<file path="src/rtl/pcmf_pkg.sv">
package pcmf_pkg;

    localparam int SMP_W = 32;

    typedef enum logic [1:0] {
        CONV_PASS = 2'd0,
        CONV_DOWN = 2'd1,
        CONV_UP   = 2'd2
    } conv_e;

    typedef enum logic [1:0] {
        DSEL_CH0 = 2'd0,
        DSEL_CH1 = 2'd1,
        DSEL_AVG = 2'd2
    } dsel_e;

    // write-side converter state
    typedef struct packed {
        logic [SMP_W-1:0] hold;
        logic             have;
        logic             pend;
        logic [SMP_W-1:0] pend_data;
    } conv_st_t;

    // delivery register state
    typedef struct packed {
        logic             ov;
        logic [SMP_W-1:0] od;
        logic             uf;
    } outp_st_t;

    function automatic logic [SMP_W-1:0] wmask(input logic [1:0] wc);
        case (wc)
            2'd0:    wmask = SMP_W'(32'h0000_00FF);
            2'd1:    wmask = SMP_W'(32'h0000_FFFF);
            default: wmask = '1;
        endcase
    endfunction

    function automatic logic signed [SMP_W:0] sext(input logic [SMP_W-1:0] d,
                                                   input logic [1:0] wc);
        case (wc)
            2'd0:    sext = {{(SMP_W-7){d[7]}}, d[7:0]};
            2'd1:    sext = {{(SMP_W-15){d[15]}}, d[15:0]};
            default: sext = {d[SMP_W-1], d};
        endcase
    endfunction

    function automatic logic [SMP_W-1:0] mix_avg(input logic [SMP_W-1:0] a,
                                                 input logic [SMP_W-1:0] b,
                                                 input logic [1:0] wc);
        logic signed [SMP_W:0] s;
        s = sext(a, wc) + sext(b, wc);
        s = s >>> 1;
        mix_avg = s[SMP_W-1:0] & wmask(wc);
    endfunction

endpackage

</file>
<file path="src/rtl/pcmf_conv.sv">
module pcmf_conv
    import pcmf_pkg::*;
(
    input  logic             clk,
    input  logic             rst_n,
    input  logic [1:0]       conv,
    input  logic [1:0]       down_sel,
    input  logic             up_copy,
    input  logic [1:0]       width,
    input  logic             in_valid,
    input  logic [SMP_W-1:0] in_data,
    input  logic             full,
    output logic             in_ready,
    output logic             wr_en,
    output logic [SMP_W-1:0] wr_data
);

    conv_st_t st_d, st_q;
    logic             rdy;
    logic             acc;
    logic [SMP_W-1:0] smp;

    always_comb begin
        st_d    = st_q;
        wr_en   = 1'b0;
        wr_data = '0;
        rdy     = !st_q.pend && !full;
        acc     = in_valid && rdy;
        smp     = in_data & wmask(width);

        if (st_q.pend) begin
            // second word of an upmix goes in before anything new
            if (!full) begin
                wr_en     = 1'b1;
                wr_data   = st_q.pend_data;
                st_d.pend = 1'b0;
            end
        end else if (acc) begin
            case (conv)
                CONV_DOWN: begin
                    if (!st_q.have) begin
                        st_d.hold = smp;
                        st_d.have = 1'b1;
                    end else begin
                        wr_en     = 1'b1;
                        st_d.have = 1'b0;
                        case (down_sel)
                            DSEL_CH1: wr_data = smp;
                            DSEL_AVG: wr_data = mix_avg(st_q.hold, smp, width);
                            default:  wr_data = st_q.hold;
                        endcase
                    end
                end
                CONV_UP: begin
                    wr_en          = 1'b1;
                    wr_data        = smp;
                    st_d.pend      = 1'b1;
                    st_d.pend_data = up_copy ? smp : '0;
                end
                default: begin
                    wr_en   = 1'b1;
                    wr_data = smp;
                end
            endcase
        end
    end

    always_ff @(posedge clk) begin
        if (!rst_n) st_q <= '0;
        else        st_q <= st_d;
    end

    assign in_ready = rdy;

endmodule

</file>
<file path="src/rtl/pcmf_store.sv">
module pcmf_store #(
    parameter int DEPTH  = 64,
    parameter int W      = 32,
    localparam int AW     = $clog2(DEPTH),
    localparam int FILL_W = AW + 1
) (
    input  logic              clk,
    input  logic              rst_n,
    input  logic              wr_en,
    input  logic [W-1:0]      wr_data,
    input  logic              rd_en,
    output logic [W-1:0]      rd_data,
    output logic [FILL_W-1:0] fill,
    output logic              full,
    output logic              empty
);

    typedef struct packed {
        logic [AW-1:0]     wp;
        logic [AW-1:0]     rp;
        logic [FILL_W-1:0] cnt;
    } st_t;

    st_t st_d, st_q;
    logic [W-1:0] mem [DEPTH];
    logic do_wr, do_rd;

    always_comb begin
        st_d  = st_q;
        do_wr = wr_en && (st_q.cnt != FILL_W'(DEPTH));
        do_rd = rd_en && (st_q.cnt != '0);
        if (do_wr) st_d.wp = st_q.wp + 1'b1;
        if (do_rd) st_d.rp = st_q.rp + 1'b1;
        case ({do_wr, do_rd})
            2'b10:   st_d.cnt = st_q.cnt + 1'b1;
            2'b01:   st_d.cnt = st_q.cnt - 1'b1;
            default: st_d.cnt = st_q.cnt;
        endcase
    end

    always_ff @(posedge clk) begin
        if (!rst_n) st_q <= '0;
        else        st_q <= st_d;
    end

    always_ff @(posedge clk) begin
        if (do_wr) mem[st_q.wp] <= wr_data;
    end

    assign rd_data = mem[st_q.rp];
    assign fill    = st_q.cnt;
    assign full    = (st_q.cnt == FILL_W'(DEPTH));
    assign empty   = (st_q.cnt == '0);

endmodule

</file>
<file path="src/rtl/pcmf_gate.sv">
module pcmf_gate #(
    parameter int DEPTH  = 64,
    parameter int MAX_CH = 16,
    localparam int CH_W   = $clog2(MAX_CH + 1),
    localparam int TH_W   = $clog2(DEPTH),
    localparam int FILL_W = TH_W + 1
) (
    input  logic              clk,
    input  logic              rst_n,
    input  logic [CH_W-1:0]   chans,
    input  logic [TH_W-1:0]   thresh,
    input  logic [FILL_W-1:0] fill,
    output logic              run
);

    typedef struct packed {
        logic run;
    } st_t;

    st_t st_d, st_q;
    logic [CH_W-1:0]   eff_ch;
    logic [TH_W-1:0]   lim;
    logic [TH_W-1:0]   t_eff;
    logic [FILL_W-1:0] need;

    always_comb begin
        eff_ch = (chans == '0 || int'(chans) > MAX_CH) ? CH_W'(1) : chans;
        // largest legal frame threshold for the active channel count
        lim = TH_W'(DEPTH - 1);
        for (int c = 1; c <= MAX_CH; c++) begin
            if (eff_ch == CH_W'(c)) lim = TH_W'(DEPTH / c - 1);
        end
        t_eff = (thresh > lim) ? lim : thresh;
        need  = FILL_W'((int'(t_eff) + 1) * int'(eff_ch));

        st_d = st_q;
        if (st_q.run) st_d.run = (fill != '0);
        else          st_d.run = (fill >= need);
    end

    always_ff @(posedge clk) begin
        if (!rst_n) st_q <= '0;
        else        st_q <= st_d;
    end

    assign run = st_q.run;

endmodule

</file>
<file path="src/rtl/pcm_frame_fifo.sv">
module pcm_frame_fifo
    import pcmf_pkg::*;
#(
    parameter int DEPTH  = 64,
    parameter int MAX_CH = 16,
    localparam int CH_W   = $clog2(MAX_CH + 1),
    localparam int TH_W   = $clog2(DEPTH),
    localparam int FILL_W = TH_W + 1
) (
    input  logic             clk,
    input  logic             rst_n,
    input  logic [CH_W-1:0]  cfg_chans,
    input  logic [1:0]       cfg_width,
    input  logic [TH_W-1:0]  cfg_thresh,
    input  logic [1:0]       cfg_conv,
    input  logic [1:0]       cfg_down,
    input  logic             cfg_up,
    input  logic             in_valid,
    input  logic [SMP_W-1:0] in_data,
    output logic             in_ready,
    input  logic             out_req,
    output logic             out_valid,
    output logic [SMP_W-1:0] out_data,
    output logic             underflow,
    output logic             streaming
);

    logic              wr_en;
    logic [SMP_W-1:0]  wr_data;
    logic              rd_en;
    logic [SMP_W-1:0]  rd_data;
    logic [FILL_W-1:0] fill_w;
    logic              full_w;
    logic              empty_w;
    logic              run_w;

    pcmf_conv u_conv (
        .clk      (clk),
        .rst_n    (rst_n),
        .conv     (cfg_conv),
        .down_sel (cfg_down),
        .up_copy  (cfg_up),
        .width    (cfg_width),
        .in_valid (in_valid),
        .in_data  (in_data),
        .full     (full_w),
        .in_ready (in_ready),
        .wr_en    (wr_en),
        .wr_data  (wr_data)
    );

    pcmf_store #(.DEPTH(DEPTH), .W(SMP_W)) u_store (
        .clk     (clk),
        .rst_n   (rst_n),
        .wr_en   (wr_en),
        .wr_data (wr_data),
        .rd_en   (rd_en),
        .rd_data (rd_data),
        .fill    (fill_w),
        .full    (full_w),
        .empty   (empty_w)
    );

    pcmf_gate #(.DEPTH(DEPTH), .MAX_CH(MAX_CH)) u_gate (
        .clk    (clk),
        .rst_n  (rst_n),
        .chans  (cfg_chans),
        .thresh (cfg_thresh),
        .fill   (fill_w),
        .run    (run_w)
    );

    outp_st_t st_d, st_q;

    always_comb begin
        st_d  = st_q;
        rd_en = out_req && run_w && !empty_w;
        st_d.ov = rd_en;
        st_d.uf = out_req && empty_w;
        if (rd_en) st_d.od = rd_data;
    end

    always_ff @(posedge clk) begin
        if (!rst_n) st_q <= '0;
        else        st_q <= st_d;
    end

    assign out_valid = st_q.ov;
    assign out_data  = st_q.od;
    assign underflow = st_q.uf;
    assign streaming = run_w;

endmodule

</file>
<file path="config.mk">
export PLATFORM = sky130hd
export DESIGN_NAME = pcm_frame_fifo
export DESIGN_NICKNAME = d
export VERILOG_FILES = /design/src/rtl/pcmf_pkg.sv /design/src/rtl/pcmf_conv.sv /design/src/rtl/pcmf_store.sv /design/src/rtl/pcmf_gate.sv /design/src/rtl/pcm_frame_fifo.sv
export SDC_FILE = /design/constraint.sdc
export NUM_CORES = 2
export LEC_CHECK = 0
export BUFFER_PORTS_ARGS = -buffer_cell sky130_fd_sc_hd__buf_2
export CAP_MARGIN = 25
export CORE_UTILIZATION = 67
export CTS_BUF_LIST = sky130_fd_sc_hd__clkbuf_4
export CTS_CLUSTER_DIAMETER = 100
export DETAILED_ROUTE_END_ITERATION = 6
export GPL_ROUTABILITY_DRIVEN = 1
export PLACE_DENSITY = 0.84
export SETUP_SLACK_MARGIN = 0.4
export SLEW_MARGIN = 20
export SYNTH_ARGS = -nofsm -noshare
export SYNTH_HDL_FRONTEND = slang
export SYNTH_SLANG_ARGS = --single-unit
</file>
<file path="constraint.sdc">
create_clock -name clk -period 14.2 [get_ports clk]
set_input_delay 2.84 -clock clk [delete_from_list [all_inputs] [get_ports clk]]
set_output_delay 2.84 -clock clk [all_outputs]
set_load 0.005 [all_outputs]
</file>
Word level (Yosys, flattened, before mapping)

Memories as Yosys holds them, arrays and structs flattened. A register that Yosys moved wholly into a read port is not among the register bits.
Cells that the tools add are included.

Flip-flop bits (word level): 88
Memory bits (writable): 2048
Bits of input ports: 54
Output and inout port bits: 36
Word-level logic and storage cells: 125
Memories kept: 1

$add $sub $neg: 6
Multipliers: 1
$lt $le $gt $ge: 3
Equality and inequality tests: 24
Multiplexer cells: 56
Bitwise operators: 4
Reductions and logical operators: 20

Memory list:

| memory      | words | bits a word | read ports | clocked after memory_dff | wr ports | line             | source |
|---|---|---|---|---|---|---|---|
| u_store.mem | 64    | 32          | 1          | 1                        | 1        | pcmf_store.sv:25 | `logic [W-1:0] mem [DEPTH];` |

Operator list:

| cell                                                                   | number |
|---|---|
| 33-bit 2-to-1 mux                                                      | 12 |
| 32-bit 2-to-1 mux                                                      | 11 |
| 33-bit case mux with 2 select lines                                    | 2 |
| 32-bit case mux with 2 select lines                                    | 2 |
| 6-bit 2-to-1 mux                                                       | 16 |
| 32-bit AND                                                             | 2 |
| 5-bit by 4-bit equality test with 1-bit output (second input constant) | 8 |
| 33-bit adder                                                           | 1 |
| 32-bit by 6-bit multiplier with 7-bit output                           | 1 |
| 5-bit by 3-bit equality test with 1-bit output (second input constant) | 4 |
| 7-bit case mux with 2 select lines                                     | 1 |
| 6-bit by 1-bit adder with 6-bit output (second input constant)         | 2 |
| 1-bit 2-to-1 mux                                                       | 11 |
| 5-bit by 2-bit equality test with 1-bit output (second input constant) | 2 |
| 2-bit by 1-bit equality test with 1-bit output (second input constant) | 4 |
| 6-bit by 1-bit adder with 7-bit output (second input constant)         | 1 |
| 7-bit by 1-bit adder with 7-bit output (second input constant)         | 1 |
| 7-bit equality test (second input constant)                            | 1 |
| 7-bit >= comparator                                                    | 1 |
| 1-bit logical AND                                                      | 7 |
| 7-bit logical NOT                                                      | 1 |
| 7-bit inequality test (second input constant)                          | 1 |
| 7-bit nonzero test                                                     | 1 |
| 7-bit by 1-bit subtractor with 7-bit output (second input constant)    | 1 |
| 13 further kinds                                                       | 20 |

Logic depth before layout (Yosys ltp)

Word-level depth: 25
Depth in mapped cells: 35
Mapped depth without buffers: 33

Modules after synthesis

From an unflattened synthesis, not the netlist that was laid out.

Cell total of the unflattened synthesis: 4658
Area total of the unflattened synthesis: 88030.7 um^2

Modules (own cells, without submodules):

| module         | times used | cells each | area an instance (um^2) | seq. area each (um^2) |
|---|---|---|---|---|
| pcmf_store     | 1          | 3432       | 79039.6                 | 61999.5 |
| pcmf_conv      | 1          | 909        | 6313.6                  | 1321.3 |
| pcm_frame_fifo | 1          | 144        | 1363.8                  | 680.7 |
| pcmf_gate      | 1          | 173        | 1313.8                  | 20.0 |

Worst setup path before layout

Ideal clock, no wire load.

Path kind: in2reg
Start: input cfg_chans[1]
End: register u_gate.st_q, in the netlist u_gate.run
Arrival time: 9447 ps
Required time: 14078 ps
Slack: 4632 ps
Stages: 34
Path buffers: 3
Cell sequence: buf_2 -> nor4_1 -> ha_1 -> clkbuf_1 -> nor3_1 -> nor3_1 -> a31oi_1 -> inv_1 -> ha_1 -> and3_1 -> o21ai_0 -> nand3b_1 -> o211ai_1 -> buf_2 -> nor2_1 -> a21oi_1 -> ha_1 -> nand2_1 -> o31a_1 -> xor2_1 -> nand2_1 -> fa_1 -> fa_1 -> fa_1 -> inv_1 -> ha_1 -> a21oi_1 -> xnor2_1 -> xnor2_1 -> xnor2_1 -> xnor3_1 -> ha_1 -> o21ai_0 -> a21oi_1

Longest elaborated chain between the ends: 25
Elaborated cells between the ends (all ways): 40
Classes of those cells: 1 x add/sub; 1 x mul; 3 x order compare; 15 x eq/ne; 18 x mux; 2 x reduce/logical

Ends and longest elaborated chain:

| element                                                 | line                 | source |
|---|---|---|
| start: declaration                                      | pcm_frame_fifo.sv:12 | `input logic [CH_W-1:0] cfg_chans,` |
| 5-bit > comparator or 5-bit logical NOT (tied branches) | pcmf_gate.sv:27      | `eff_ch = (chans == '0 \|\| int'(chans) > MAX_CH) ? CH_W'(1) : chans;` |
| 1-bit logical OR                                        | pcmf_gate.sv:27      |  |
| 5-bit 2-to-1 mux (*)                                    | pcmf_gate.sv:27      |  |
| 5-bit by 2-bit equality test with 1-bit output          | pcmf_gate.sv:31      | `if (eff_ch == CH_W'(c)) lim = TH_W'(DEPTH / c - 1);` |
| 6-bit 2-to-1 mux (15 in series)                         | pcmf_gate.sv:31      |  |
| 6-bit > comparator                                      | pcmf_gate.sv:33      | `t_eff = (thresh > lim) ? lim : thresh;` |
| 6-bit 2-to-1 mux                                        | pcmf_gate.sv:33      |  |
| 6-bit by 1-bit adder with 7-bit output                  | pcmf_gate.sv:34      | `need = FILL_W'((int'(t_eff) + 1) * int'(eff_ch));` |
| 32-bit by 6-bit multiplier with 7-bit output (*)        | pcmf_gate.sv:34      |  |
| 7-bit >= comparator (*)                                 | pcmf_gate.sv:38      | `else st_d.run = (fill >= need);` |
| 1-bit 2-to-1 mux (*)                                    | pcmf_gate.sv:37      | `if (st_q.run) st_d.run = (fill != '0);` |
| end signal: assignment                                  | pcmf_gate.sv:43      | `else st_q <= st_d;` |
| end: declaration                                        | pcmf_gate.sv:20      | `st_t st_d, st_q;` |

Every way passes the cells marked *; elsewhere a longest branch is shown, timed or not.
A chain may end at the register's enable or synchronous reset.

Worst setup path after layout

Ends and elaborated chain as after synthesis.

==> impl_metrics.csv <==
group,metric,value,unit
logic_synthesis,yosysTopAreaCell,"edfxtp_1",
clocking,post_cts_buffers,0,
clocking,hold_buffers,0,
power_and_ir_drop,p_clk_share,40.4,%
power_and_ir_drop,pwr_density_cell,132,nW/um2
logic_synthesis,ys_seq_area_share,73.4,%
timing,layout_setup_ws,5000,ps
power_and_ir_drop,max-vdd-ir-drop,0.0000816,V
final_layout,seq_area,63900,um2
timing,totalNegativeSetupSlack,0,ps
placement,dpl.cell_count,5959,
critical_path,crit_path_start_kind,"input port",
outcome,violations,"design-rule violations",
drt,drtAntennaViolNets,0,
power_and_ir_drop,share_comb_of_total_power,5.0,%
clocking,worstSkewPairLatency,1380,ps
critical_path,cp.required,15370,ps
drt,vias,48500,
placement,dp_slack,3780,ps
critical_path,critical_path_arrival,10370,ps
logic_synthesis,synthTopCellsByArea,"edfxtp_1, mux4_2, dfxtp_1, ha_1, nand2_1",
power_and_ir_drop,p_int,0.00997,W
power_and_ir_drop,switching_share,22.5,%
logic_synthesis,synth_top_area_share,70.6,%
power_and_ir_drop,p_leak,31.2,nW
logic_synthesis,synth.most_common_cell,"edfxtp_1",
drt,drcViolationCount,3,
timing,fin_crit_sh,64.8,%
critical_path,crit_buf_inv,3,
logic_synthesis,synthCells,4262,
clocking,clkSlewWorstSetupHoldPaths,60,ps
drt,first_pass_iters,7,
final_layout,drive_gt1_share,35.5,%
outcome,status,"finished, violations left",
critical_path,critPathMaxFanout,11,
clocking,cts_root_buf,"clkbuf_4",
drt,wl_per_cell,34.1,um
power_and_ir_drop,p_switching,0.00289,W
placement,finalWeightedCongestion,0.904,
clocking,clockBufferDepth,4,
floorplan,coreArea,128000,um2
critical_path,max_stage_delay,510,ps
global_route,grt_max_degree,152,
logic_synthesis,ys.flop_type,"edfxtp_1",
logic_synthesis,synth.avg_cell_area,20.4,um2
final_layout,nFillCells,6657,
clocking,cts_made_buffers,543,
hold_path,hold_class,"flip-flop to flip-flop",
final_layout,synthToLayoutAreaGrowth,11.7,%
drt,vias_per_cell,7.06,
floorplan,rows,131,
clocking,cts_sinks,2168,
job,cap_violations,0,
power_and_ir_drop,seqPwrFrac,54.6,%
clocking,htree_levels,6,
drt,first_iter_violations,7152,
global_route,grt_use_total,36.4,%
placement,port-buffer-count,89,
logic_synthesis,yosys_warnings,0,
logic_synthesis,synth_seq_cells,2168,
logic_synthesis,async_flop_share,0,%
final_layout,stdcell_count,6868,
timing,finalHoldViolations,0,
timing,worstMarginPinSlew,1140,ps
critical_path,critPathKind,"input port to flip-flop",
timing,slew_headroom,24.2,%
timing,fin_crit,9200,ps
power_and_ir_drop,p_total,0.0129,W
floorplan,die-area,131000,um2
final_layout,nets,4908,
global_route,grt_pass1_wl,334,mm
clocking,post_cts_resized,0,
floorplan,die_h,363,um
logic_synthesis,syn_nets,4392,
critical_path,cp_common_cell,"ha_1",
logic_synthesis,synth_commonest_cells,"edfxtp_1, mux4_2, nand2_1",
floorplan,initial_core_util,67.9,%
logic_synthesis,synth-edff-count,2048,
placement,place_hpwl,122,mm
critical_path,worstSetupEndpointType,"flip-flop",
logic_synthesis,synth.cell_area,87100,um2
logic_synthesis,ys_types,67,
final_layout,multi_input_area,22800,um2
timing,skew,108,ps
floorplan,ios,90,
timing,finalSetupViolCount,0,
global_route,grt_antenna_before_repair,12,
timing,rsz0062_at_grt,"no",
global_route,grt_pass1_vias,49500,
global_route,overflow,0,
timing,fmax,0.109,GHz
critical_path,critPathTopFamily,"adder cells",
critical_path,slowest_stage,"fa_1",
clocking,cts_tree,"built",
timing,drv_slew,0,
floorplan,die_w,363,um
drt,wl,234,mm
power groups by stage:
stage / clock network [W] / registers (W) / logic [W]
global placement: 0 / 0.00716 / 0.000610
floorplan: 0 / 0.00716 / 0.000421
global route: 0.00557 / 0.00702 / 0.000688
CTS: 0.00527 / 0.00702 / 0.000635
finish: 0.00520 / 0.00702 / 0.000642
detailed placement: 0 / 0.00716 / 0.000628
registers in the layout, indices dropped and copies added, names as in the netlist:
signal and count:
underflow 1, u_gate.run 1, u_store.st_q 12, u_conv.st_q 66, u_store.fill 7, out_data 32, u_store.mem 2048, out_valid 1
cell usage in the layout, fill, tap and decap left out, drive strengths merged, types with 15 or more instances in the layout:
master  count
nor2b      16
a21boi     92
mux4      663
ha         66
buf       219
xnor2      39
clkbuf    767
a32oi      15
edfxtp   2048
clkinv     92
o21ai     108
nor2      116
mux2i      16
nand2     220
nand4      33
inv        92
a21o       22
nand3      48
a22oi      16
a21oi      92
and2       33
dfxtp     120
per-layer routing:
layer / wire [um] / GRT usage (%) / share of wire [%]
met2: 114000 / 57.4 / 49
met1: 78600 / 46.7 / 34
met4: 13300 / 20.1 / 5.7
met5: 133 / 0 / 0.057
met3: 28200 / 9.95 / 12
worst register-to-register path, stage by stage, from the launching register on:
cell	delay, ps
dfxtp_4	660
buf_4	860
buf_12	650
buf_4	1130
mux4_2	480
mux4_2	500
mux2i_1	430
nand2_1	310
o211ai_1	240
a21boi_1	110
cells by family after synthesis:
| family | count (synthesis) | share of synthesized area (%) |
|---|---|---|
| multiplexers | 690 | 17.5 |
| flip-flops | 2168 | 73.4 |
| buffers and inverters | 322 | 1.49 |
| adder cells (fa/ha/maj) | 76 | 1.18 |
| AND/OR/NAND/NOR | 526 | 2.75 |
| XOR/XNOR | 53 | 0.549 |
| AO/OA/AOI/OAI | 427 | 3.20 |
area by class of cell:
cell class | count | share of cell area, %
Antenna cell | 14 | 0.0360
Clock buffer | 766 | 5.91
Clock inverter | 126 | 0.881
Inverter | 73 | 0.282
Multi-Input combinational cell | 1772 | 23.4
Sequential cell | 2168 | 65.7
Tap cell | 1729 | 2.22
Timing Repair Buffer | 220 | 1.58
worst paths after layout:
path / from / cells past startpoint / end / slack (ps)
min reg2reg: out_data[1] / 2 / out_data[1] / 460
min: out_data[1] / 2 / out_data[1] / 460
max reg2reg: u_store.st_q[8] / 9 / out_data[12] / 8640
max: cfg_chans[1] / 33 / u_gate.run / 5000
metrics by stage:
stage	hold WS [ps]	cell area, um2	util, %
floorplan	431	87100	-
global placement	437	90600	70.6
detailed placement	450	90600	70.6
CTS	456	97200	75.8
global route	478	97300	75.8
finish	458	97300	75.8
(Power assumes the default switching activity.)
